### src/rtl/lane_sync_fsm.sv
module lane_sync_fsm #(
  parameter int ACQ_COMMAS  = 3,
  parameter int GOOD_RUN    = 4,
  parameter int HYST_LEVELS = 4
) (
  input  logic       clk,
  input  logic       rst_n,
  input  logic       is_comma,
  input  logic       code_err,
  input  logic       disp_err,
  input  logic [1:0] loss_mode,
  output logic       in_sync
);

  localparam int CW = $clog2(ACQ_COMMAS + 1);
  localparam int GW = (GOOD_RUN > 1) ? $clog2(GOOD_RUN) : 1;
  localparam int LW = (HYST_LEVELS > 1) ? $clog2(HYST_LEVELS) : 1;

  typedef enum logic [1:0] {ST_LOS, ST_COMMA, ST_ACQ, ST_SYNC} st_t;

  st_t          state_q, state_d;
  logic [CW-1:0] commas_q, commas_d;
  logic [GW-1:0] good_q, good_d;
  logic [LW-1:0] lvl_q, lvl_d;
  logic [1:0]    adj_q, adj_d;

  logic bad, comma_ok, hyst_mode, adj_hit, at_top, run_done;

  assign bad       = code_err | disp_err;
  assign comma_ok  = is_comma & ~bad;
  assign hyst_mode = (loss_mode == 2'b00);
  assign adj_hit   = ({1'b0, adj_q} + 3'd1) >= {1'b0, loss_mode};
  assign at_top    = (lvl_q == LW'(HYST_LEVELS - 1));
  assign run_done  = (good_q == GW'(GOOD_RUN - 1));
  assign in_sync   = (state_q == ST_SYNC);

  always_comb begin
    state_d  = state_q;
    commas_d = commas_q;
    good_d   = good_q;
    lvl_d    = lvl_q;
    adj_d    = adj_q;
    case (state_q)
      ST_LOS: begin
        if (comma_ok) begin
          state_d  = ST_COMMA;
          commas_d = CW'(1);
        end
      end
      ST_COMMA: begin
        if (bad) begin
          state_d = ST_LOS;
        end else if (commas_q == CW'(ACQ_COMMAS)) begin
          state_d = ST_SYNC;
          good_d  = '0;
          lvl_d   = '0;
          adj_d   = '0;
        end else begin
          state_d = ST_ACQ;
        end
      end
      ST_ACQ: begin
        if (bad) begin
          state_d = ST_LOS;
        end else if (is_comma) begin
          state_d  = ST_COMMA;
          commas_d = commas_q + CW'(1);
        end
      end
      default: begin
        if (bad) begin
          good_d = '0;
          adj_d  = (adj_q == 2'd3) ? 2'd3 : adj_q + 2'd1;
          if (hyst_mode ? at_top : adj_hit)
            state_d = ST_LOS;
          else if (hyst_mode)
            lvl_d = lvl_q + LW'(1);
        end else begin
          adj_d = '0;
          if (lvl_q != '0) begin
            if (run_done) begin
              lvl_d  = lvl_q - LW'(1);
              good_d = '0;
            end else begin
              good_d = good_q + GW'(1);
            end
          end
        end
      end
    endcase
    if (state_d == ST_LOS) begin
      commas_d = '0;
      good_d   = '0;
      lvl_d    = '0;
      adj_d    = '0;
    end
  end

  always_ff @(posedge clk or negedge rst_n) begin
    if (!rst_n) begin
      state_q  <= ST_LOS;
      commas_q <= '0;
      good_q   <= '0;
      lvl_q    <= '0;
      adj_q    <= '0;
    end else begin
      state_q  <= state_d;
      commas_q <= commas_d;
      good_q   <= good_d;
      lvl_q    <= lvl_d;
      adj_q    <= adj_d;
    end
  end

endmodule

### config.mk
export PLATFORM = sky130hd
export DESIGN_NAME = lane_sync_fsm
export DESIGN_NICKNAME = d
export VERILOG_FILES = /design/src/rtl/lane_sync_fsm.sv
export SDC_FILE = /design/constraint.sdc
export NUM_CORES = 1
export LEC_CHECK = 0
export ABC_AREA = 1
export CELL_PAD_IN_SITES_DETAIL_PLACEMENT = 0
export CELL_PAD_IN_SITES_GLOBAL_PLACEMENT = 1
export CORE_MARGIN = 2
export CORE_UTILIZATION = 40
export DETAILED_ROUTE_END_ITERATION = 7
export HOLD_SLACK_MARGIN = 0.03
export PLACE_DENSITY = 0.77
export REMOVE_ABC_BUFFERS = 1
export SLEW_MARGIN = 20
export SYNTH_ARGS = -nofsm -noshare
export SYNTH_HDL_FRONTEND = slang
export SYNTH_SLANG_ARGS = --single-unit
export TNS_END_PERCENT = 30
### constraint.sdc
create_clock -name clk -period 2.6 [get_ports clk]
set_input_delay 0.26 -clock clk [delete_from_list [all_inputs] [get_ports clk]]
set_output_delay 0.26 -clock clk [all_outputs]
set_load 0.01 [all_outputs]
==> metrics.txt <==
# diodes 0; DPL Wire Length 1120 um; Die W 48.0 um; most used routing layer met2; Slew Limit Headroom 67.3%; pwr dens 420 nW/um2; Mean Syn Cell Area 7.84 um2; crit path launch type primary input; M1 GR Usage 18.4%; Worst path slowest cell fa_1; Num CTS Buffers 3; vias in the first global route 525; Reg clk slew, reported paths 0.07 ns; sequence of cells on the critical path clkdlybuf4s50_1 -> inv_1 -> fa_1 -> inv_1 -> nor2_1 -> nand2_1 -> nand2_1 -> nand2_1 -> nand2_2 -> nand3_4 -> nand2_2 -> nand2_2 -> nor2_4 -> nand2_2 -> nand2_1 -> nand2_1; period utilization 82.8%; leading area contributor after synthesis dfrtp_1; family with the most delay on the worst path simple AND/OR/NAND/NOR gates; CTS tree yes; Sw Pwr 109 uW; Synth area leaders dfrtp_1 32%, nand2_1 12%, ha_1 9.7%; setup violators final 0; core area 1780 um2; commonest register cell after synthesis dfrtp_1; maximum fanout along the worst path 8; routed via count 623; worst slew pin tran 0.488 ns; Final Net Count 125; Antenna Nets Post-Route 0; Crit. End Element flip-flop; RePlAce Congestion 0.731; WP data required 2.76 ns; Internal Dissipation 275 uW; number of flops mapped to enable cells by yosys 0; Longest Clk Path Bufs 2; R2R Setup Slk 0.54 ns; min-delay worst type in -> async; Ports 8; Die ar. 2310 um2; Max H-tree Level 1; top-count cell post-synth nand2_1; CP arrival 2.31 ns; initial antenna violation count 0; largest net degree at the start of global routing 11; setup_tns 0 ns; hold buffers post-CTS 0; first-pass GRT wire length 2280 um; Worst VDD drop 297 uV; gr usage total 14.9%; final number of hold-violating endpoints 0; sequential fraction of the synthesis area 32.3%; met2 GRT Util 24.0%; Post-CTS Resized 0; Setup Buffers After CTS 0; sw frac 28.3%; Slew Viols, Final 0; slowest cell delay on critical path 0.53 ns; layout cells sized above 1 22.7%; drt drc 0; clk sinks 10; Synth Instances 99; Global Route met3 Usage 3.40%; synth cell count leaders 24 x nand2_1, 12 x inv_1, 10 x dfrtp_1, 9 x nor2_1; Overflow after GRT 0; final WL 1400 um; fmax 465 MHz; Leakage 0.476 nW; Synth cell types 22; power share of the clock group 37.3%; MaxCap Viol Count 0; Comb power frac 19.4%; fin crit period 2.15 ns; Pwr Total 384 uW; clock skew 0.00347 ns; vias per cell 4.61; Mapped Area 776 um2; wire per inst 10.4 um; initial core utilization 43.5%; crit-path most repeated cell nand2_1; outcome completed; Layout area overhead 17.7%; Detailed Routing Iterations Pass 1 2; post-synth top area share 32.3%; RSZ-0062 raised after global routing no; sequential power share 43.3%; Worst Path Buf+Inv 3; port bufs 7; CTS root buf clkbuf_4; clock latency on the worst-skew pair 0.27 ns; Async S/R FF share, synth 100%; Yosys Warn Count 0; row count 15; post-synthesis register bit count 10; DRT iter0 DRCs 4; Die H 48.0 um; critical path type in -> reg; WHS 0.319 ns
metal layers:
metal	share of wire, %	vias up	wire (um)
li1	-	337	-
met1	50	277	697
met2	46	7	647
met3	3.1	2	44
met4	0.86	0	12
met5	0	-	0
area by class of cell:
type                       count  area [um2]
timing repair buffer           7        70.1
sequential                    10         250
multi-input combinational     72         457
fill                         183         870
inverter                      17        68.8
tap                           25        31.3
clock buffer                   4        36.3
power by group through the flow:
stage,combinational (mW),clock (mW),sequential (mW)
after floorplan,0.0517,0,0.168
after detailed placement,0.0751,0,0.170
final,0.0744,0.143,0.166
after global routing,0.0849,0.156,0.167
after CTS,0.0756,0.149,0.166
after global placement,0.0733,0,0.169
cells by family (layout without fill, tap and decap cells):
group	count (synthesis)	count (layout)	synth area share (%)
flops	10	10	32.3
simple gates	57	57	39.5
buf+inv	17	28	8.87
fa+ha+maj	7	7	12.3
compound gates	8	8	7.10
cell usage in the layout, fill, tap and decap left out, types with 2 or more instances in the layout:
cell and count:
nand2_1 24, nor2_4 5, inv_1 12, o22ai_1 2, ha_1 6, nand2_2 6, nand4_1 2, nand3_1 6
dfrtp_1 10, nor2_1 9, nor2_2 2, o21ai_1 2, clkdlybuf4s50_1 7, clkbuf_4 3, inv_2 4
through the flow:
stage | cell area [um2] | setup WS [ns] | cells | utilization, %
2_1_floorplan | 776 | 0.726 | 99 | -
3_3_place_gp | 877 | 0.197 | 131 | 49.2
3_5_place_dp | 877 | 0.136 | 131 | 49.2
4_1_cts | 913 | 0.417 | 135 | 51.2
5_1_grt | 913 | 0.293 | 135 | 51.2
6_report | 913 | 0.447 | 135 | 51.2
state kept, by name, summed over array words and instances, names as in the netlist:
name,flops
good_q,2
adj_q,2
state_q,2
commas_q,2
lvl_q,2
final timing paths:
path	from	endpoint	depth (start not counted)
worst max-delay path	loss_mode[1]	lvl_q[0]	16
worst max register to register	adj_q[0]	lvl_q[0]	14
worst min-delay path	rst_n	adj_q[0]	1
max in group asynchronous	rst_n	good_q[0]	1
worst min register to register	lvl_q[1]	lvl_q[1]	2
min in group clk	lvl_q[1]	lvl_q[1]	2
Power figures use the tool's default switching activity.
